===== src/rtl/client_isolator.sv =====
module client_isolator #(
  parameter int NUM_CLIENTS = 15,
  parameter int CNT_W       = 6,
  parameter int DATA_W      = 32,
  parameter int ADDR_W      = 6,
  parameter int STAT_BASE   = 16
) (
  input  logic                   clk,
  input  logic                   rst_n,
  input  logic                   reg_we,
  input  logic [ADDR_W-1:0]      reg_addr,
  input  logic [DATA_W-1:0]      reg_wdata,
  output logic [DATA_W-1:0]      reg_rdata,
  input  logic [NUM_CLIENTS-1:0] cli_req,
  input  logic [NUM_CLIENTS-1:0] cli_done,
  output logic [NUM_CLIENTS-1:0] cli_accept,
  output logic [NUM_CLIENTS-1:0] cli_rst_n
);

  localparam logic [ADDR_W-1:0] GATE_ADDR = ADDR_W'(0);
  localparam logic [ADDR_W-1:0] HOLD_ADDR = ADDR_W'(1);
  localparam logic [CNT_W-1:0]  CNT_MAX   = {CNT_W{1'b1}};
  localparam int                PAD_W     = DATA_W - NUM_CLIENTS;

  initial begin
    if (STAT_BASE + NUM_CLIENTS > (1 << ADDR_W) || STAT_BASE < 2)
      $error("client_isolator: status window does not fit the address space");
    if (NUM_CLIENTS > DATA_W || CNT_W > DATA_W)
      $error("client_isolator: register width too small");
  end

  logic [NUM_CLIENTS-1:0] gate_q, hold_q, full;
  logic [CNT_W-1:0]       cnt_q [NUM_CLIENTS];
  logic                   unused_wdata_hi;

  assign unused_wdata_hi = ^reg_wdata[DATA_W-1:NUM_CLIENTS];

  always_ff @(posedge clk or negedge rst_n) begin
    if (!rst_n) begin
      gate_q <= '1;
      hold_q <= '1;
    end else if (reg_we) begin
      if (reg_addr == GATE_ADDR) gate_q <= reg_wdata[NUM_CLIENTS-1:0];
      if (reg_addr == HOLD_ADDR) hold_q <= reg_wdata[NUM_CLIENTS-1:0];
    end
  end

  assign cli_accept = cli_req & gate_q & hold_q & ~full;
  assign cli_rst_n  = hold_q;

  for (genvar i = 0; i < NUM_CLIENTS; i++) begin : g_cli
    assign full[i] = (cnt_q[i] == CNT_MAX);

    always_ff @(posedge clk or negedge rst_n) begin
      if (!rst_n)
        cnt_q[i] <= '0;
      else if (cli_accept[i] && !cli_done[i])
        cnt_q[i] <= cnt_q[i] + CNT_W'(1);
      else if (!cli_accept[i] && cli_done[i] && cnt_q[i] != '0)
        cnt_q[i] <= cnt_q[i] - CNT_W'(1);
    end

    p_count_up_r5: assert property (@(posedge clk) disable iff (!rst_n)
      (cli_accept[i] && !cli_done[i]) |=> (cnt_q[i] == $past(cnt_q[i]) + CNT_W'(1)));
    p_drain_r8: assert property (@(posedge clk) disable iff (!rst_n)
      (!cli_accept[i] && cli_done[i] && cnt_q[i] != '0) |=> (cnt_q[i] == $past(cnt_q[i]) - CNT_W'(1)));
    p_no_underflow_r6: assert property (@(posedge clk) disable iff (!rst_n)
      (!cli_accept[i] && cli_done[i] && cnt_q[i] == '0) |=> (cnt_q[i] == '0));
    p_both_hold_r9: assert property (@(posedge clk) disable iff (!rst_n)
      (cli_accept[i] && cli_done[i]) |=> $stable(cnt_q[i]));
  end

  always_comb begin
    reg_rdata = '0;
    if (reg_addr == GATE_ADDR) reg_rdata = {{PAD_W{1'b0}}, gate_q};
    if (reg_addr == HOLD_ADDR) reg_rdata = {{PAD_W{1'b0}}, hold_q};
    for (int i = 0; i < NUM_CLIENTS; i++)
      if (reg_addr == ADDR_W'(STAT_BASE + i))
        reg_rdata = {{(DATA_W-CNT_W){1'b0}}, cnt_q[i]};
  end

  p_block_r2: assert property (@(posedge clk) disable iff (!rst_n)
    (reg_we && reg_addr == GATE_ADDR) |=>
      ((cli_accept & ~$past(reg_wdata[NUM_CLIENTS-1:0])) == '0));
  p_hot_reset_r3: assert property (@(posedge clk) disable iff (!rst_n)
    (reg_we && reg_addr == HOLD_ADDR) |=>
      (cli_rst_n == $past(reg_wdata[NUM_CLIENTS-1:0])));
  p_reset_gate_r10: assert property (@(posedge clk) disable iff (!rst_n)
    (reg_we && reg_addr == HOLD_ADDR) |=>
      ((cli_accept & ~$past(reg_wdata[NUM_CLIENTS-1:0])) == '0));

endmodule


===== config.mk =====
export PLATFORM = sky130hd
export DESIGN_NAME = client_isolator
export DESIGN_NICKNAME = d
export VERILOG_FILES = /design/src/rtl/client_isolator.sv
export SDC_FILE = /design/constraint.sdc
export NUM_CORES = 1
export LEC_CHECK = 0
export BUFFER_PORTS_ARGS = -buffer_cell sky130_fd_sc_hd__buf_2
export CAP_MARGIN = 5
export CORE_AREA = 2 2 124 126
export DETAILED_ROUTE_END_ITERATION = 6
export DIE_AREA = 0 0 126 128
export GPL_TIMING_DRIVEN = 0
export HOLD_SLACK_MARGIN = 0.1
export PLACE_DENSITY = 0.82
export SLEW_MARGIN = 20
export SYNTH_ARGS = -nofsm -noshare
export SYNTH_HDL_FRONTEND = slang
export SYNTH_SLANG_ARGS = --single-unit

===== constraint.sdc =====
create_clock -name clk -period 5.1 [get_ports clk]
set_clock_uncertainty 0.1 [all_clocks]
set_input_delay 1.02 -clock clk [delete_from_list [all_inputs] [get_ports clk]]
set_output_delay 1.02 -clock clk [all_outputs]
set_load 0.05 [all_outputs]

=== Word level (Yosys, flattened, before mapping) ===
Cells that the tools add are included.

* Logic and storage cells: 237
* Flip-flop bits (word level): 120

* Bitwise logic cells: 4
* Mux-type cells: 47
* Reductions and logical operators: 108
* Add/subtract/negate cells: 30
* Equality and inequality tests: 31

{| class="wikitable"
|+ Operators by type and width
! kind !! number
|-
| 32-bit two-way mux || 9
|-
| 6-bit two-way mux || 30
|-
| 15-bit two-way mux || 8
|-
| 6-bit by 1-bit adder with 6-bit output, second input constant || 15
|-
| 6-bit by 5-bit == test with 1-bit output, second input constant || 15
|-
| 6-bit == test, second input constant || 15
|-
| 6-bit nonzero test || 15
|-
| 6-bit by 1-bit subtractor with 6-bit output, second input constant || 15
|-
| 15-bit bitwise AND || 3
|-
| 1-bit logical AND || 45
|-
| 1-bit logical NOT || 30
|-
| 2-bit nonzero test || 15
|-
| 15-bit inverter || 1
|-
| 6-bit by 1-bit == test with 1-bit output, second input constant || 1
|-
| 6-bit logical NOT || 1
|-
| 2-bit AND reduction || 2
|}

=== Longest topological paths before layout ===
* Depth in word-level cells: 18
* Gate-level depth with buffers: 9
* Mapped depth without buffers: 9

=== Worst setup path after synthesis ===
OpenSTA, ideal clock, no wires.

* Path kind: input -> output
* From: input port reg_addr[5]
* To: output port reg_rdata[3]
* Setup slack: 0.653 ns
* Arrival time: 3.327 ns
* Data required time: 3.980 ns
* Buffers on the path: 2
* Cell stages on the path: 7
* Path through: clkbuf_2 > nor4b_4 > buf_2 > a21oi_1 > o21ai_0 > a21oi_1 > a221oi_1

* Cells in the longest elaborated chain, start to end: 18
* Elaborated cells on any way between the ends: 34
* Classes of those cells: eq/ne (16); mux (17); reduce/logical (1)

{| class="wikitable"
|+ RTL lines
! what !! RTL line !! text
|-
| from (decl) || 11 || <nowiki>input logic [ADDR_W-1:0] reg_addr,</nowiki>
|-
| 6-bit logical NOT || 75 || <nowiki>if (reg_addr == GATE_ADDR) reg_rdata = {{PAD_W{1'b0}}, gate_q};</nowiki>
|-
| 15-bit two-way mux || 75 ||
|-
| 15-bit two-way mux || 76 || <nowiki>if (reg_addr == HOLD_ADDR) reg_rdata = {{PAD_W{1'b0}}, hold_q};</nowiki>
|-
| 15-bit two-way mux (6 in a row) || 78 || <nowiki>if (reg_addr == ADDR_W'(STAT_BASE + i))</nowiki>
|-
| 32-bit two-way mux (8 in a row) || 78 ||
|-
| 32-bit two-way mux (*) || 78 ||
|-
| to (decl) || 13 || <nowiki>output logic [DATA_W-1:0] reg_rdata,</nowiki>
|}

Mark *: on every way between the ends. The rest lies on a longest branch, timed or not.

=== Worst setup path after layout ===
* From: input port reg_addr[1]
* To: output port reg_rdata[5]

The elaborated chain is that of the path after synthesis.

==> flow_summary.toml <==
[clock_tree]
cts_buffers = 17
cts_tree = "yes"
max-clock-path-buffers = 2
clock_sinks = 120
cts_setup_buffers = 0
post_cts_resized = 0
clock_latency_ns = 0.42
cts_root_buf = "clkbuf_16"
h-tree-depth = 4
cts_hold_buf = 0
path_clk_slew_ns = 0.05

[sta]
hold_violations = 0
drv_slew = 0
setup_viol = 0
max_slew_margin_pct = 56.27
worst_pin_slew_ns = 0.6506
finalSetupTns_ns = 0
rsz0062_at_grt = "no"
clock.fmax_mhz = 223.7
min_period_ns = 4.470
finalCritPeriodShare_pct = 87.64

[yosys]
yosys.area.top_type_share_pct = 24.53
synth.distinct_cells = 70
synth-edff-count = 0
yosys.area.top_type = "dfrtp_1"
synth_cells = 888
ys_async_sr_fraction_pct = 100.0
yosysWarnings = 0
synth.yosys.seq_area_share_pct = 33.11
ys_ff_latch = 120
synth_ff_type = "dfrtp_1"
synth_area_um2 = 9183
synth.area.top_cells = "dfrtp_1, mux2_2, dfstp_2, ha_1, xor2_1"
synth.avg_cell_area_um2 = 10.34

[die]
die_w_um = 126
rows = 45
die_h_um = 128
core_area_um2 = 14860
die-area_um2 = 16130
pin_count = 133
start_util_pct = 61.78

[critical_path]
cp.arrival_ns = 3.35
path_max_fanout = 10
crit_path_cell_trace = "buf_2, buf_2, clkbuf_1, clkbuf_1, o21ai_0, a21oi_1, nor3_1, o21ai_0, buf_2"
start_kind = "input port"
crit_path_max_incr_delay_ns = 0.43
slowest_stage = "clkbuf_1"
crit_path_end_kind = "primary output"
criticalPathCategory = "in -> out"
critical-path-top-delay-family = "buffers and inverters"
path_buf_inv = 5
cpMostUsedCell = "buf_2"
required_ns = 3.98

[detailed_routing]
wire_per_inst_um = 19.14
ant_nets = 0
drt_iter0_markers = 635
wl_um = 23390
drc = 0
drt_pre_antenna_iters = 6
num_vias = 7767
vias_per_cell = 6.356

[pwr]
p_total_uw = 6061
cellPowerDensity_nw_per_um2 = 572.3
p_leak_uw = 0.004727
ir_worst_vdd_uv = 339.1

[global_route]
grt_pass1_vias = 7446
grt_use_total_pct = 29.76
overflow = 0
grt_max_degree = 71
antenna_found_initial = 0
grt_pass1_wl_um = 38210

[layout]
nNetsFinal = 1167
stdcell_area_um2 = 10590
synthToLayoutAreaGrowth_pct = 15.34
n_antenna_cell = 0
fillCellCount = 1098
drive_gt1_share_pct = 30.08

[hold_path]
hp-class = "reg -> reg"

[place]
place_area_um2 = 9997
dp_hpwl_um = 16740
place_congestion = 0.9338
port_buffers = 97

[flow_run]
cap_viol_max_count = 0

[run_status]
status = "complete, no violations"
==> cells in the final DEF (no fill, tap or decap), drive strengths merged, types with 16 or more instances in the layout <==
cell and n:
a211oi 19, mux2i 26, buf 133, inv 16
conb 17, o21ai 39, dfstp 30, xnor2 35
nor2 28, mux2 97, xor2 36, a21o 31
ha 60, o21bai 20, clkbuf 35, a21oi 59
dfrtp 90, nand2 45
==> stage by stage <==
stage / std cells / setup WS, ns / util (%) / hold WS [ns]
detailed placement: 1190 / 0.7185 / 67.26 / 0.4099
floorplan: 904 / 0.6528 / - / 0.3735
finish: 1222 / 0.6304 / 71.25 / 0.4134
global placement: 1189 / 0.7094 / 67.03 / 0.4050
global route: 1222 / 0.5112 / 71.25 / 0.4399
CTS: 1222 / 0.7082 / 71.25 / 0.4167
==> synth_stat cells, types with 3 or more instances <==
library cell / count
mux2_2: 97
dfrtp_1: 90
ha_1: 60
a21oi_1: 59
nand2_1: 44
o21ai_0: 39
xor2_1: 36
xnor2_1: 35
a21o_1: 31
dfstp_2: 30
nor2_1: 28
mux2i_1: 26
o21bai_1: 20
a211oi_1: 18
buf_4: 18
buf_2: 16
inv_1: 16
fa_1: 15
nand3_1: 15
nand2b_1: 13
and3_1: 12
nand4_1: 12
nor3_1: 11
o311ai_1: 11
or2_2: 11
or4_1: 11
a22o_1: 10
clkbuf_1: 10
a31oi_1: 8
a2bb2oi_1: 6
a221oi_1: 5
o21a_1: 5
and3b_1: 4
and4_1: 4
o221ai_1: 4
o22ai_1: 4
a22oi_1: 3
a32oi_1: 3
mux4_2: 3
nor2b_1: 3
o2bb2ai_1: 3
==> cell families after synthesis <==
| logic type | count (synthesis) | share of synthesized area (%) |
|---|---|---|
| compound gates | 245 | 18.04 |
| simple gates | 188 | 11.62 |
| mux | 126 | 15.47 |
| flops | 120 | 33.11 |
| fa+ha+maj | 75 | 11.45 |
| xor+xnor | 71 | 6.772 |
| buf+inv | 62 | 3.502 |
| other cells | 1 | 0.04084 |
==> state kept, by name, indices dropped and copies added, names as in the netlist <==
| signal | flops |
|---|---|
| cli_rst_n | 15 |
| cnt_q | 90 |
| gate_q | 15 |
==> worst paths after layout <==
check                           slack, ns         start            end  cells past startpoint
worst max register to register       2.27  cli_rst_n[6]      cnt_q[53]                      9
min in group asynchronous            0.44         rst_n      cnt_q[83]                      1
worst min-delay path                 0.41     cnt_q[35]      cnt_q[35]                      1
max in group asynchronous            3.71         rst_n  cli_rst_n[10]                      2
worst max-delay path                 0.63   reg_addr[1]   reg_rdata[5]                      9
worst min register to register       0.41     cnt_q[35]      cnt_q[35]                      1
==> metal layers <==
layer | track usage [%] | vias to the layer above | wire length [µm]
met5 | 0 | - | 0
met4 | 11.25 | 0 | 554
li1 | - | 3602 | -
met1 | 39.54 | 3797 | 10080
met3 | 5.467 | 47 | 1639
met2 | 48.86 | 321 | 11120
==> where the power goes <==
part           internal [µW]  switching [µW]  total (µW)
clock network            779             432        1210
registers               1400             711        2110
logic                   1450            1290        2740
==> final cells by class <==
type	instances	area (µm²)	share of cell area (%)
well taps	188	235.2	2.221
repair buffers	98	519.2	4.903
inverters	16	60.06	0.5670
flip-flops and latches	120	3040	28.71
plain buffers	46	261.5	2.469
multi-input cells	722	5881	55.52
clock buffers	24	501.7	4.737
clock inverters	8	92.59	0.8742
(Power assumes the default switching activity.)
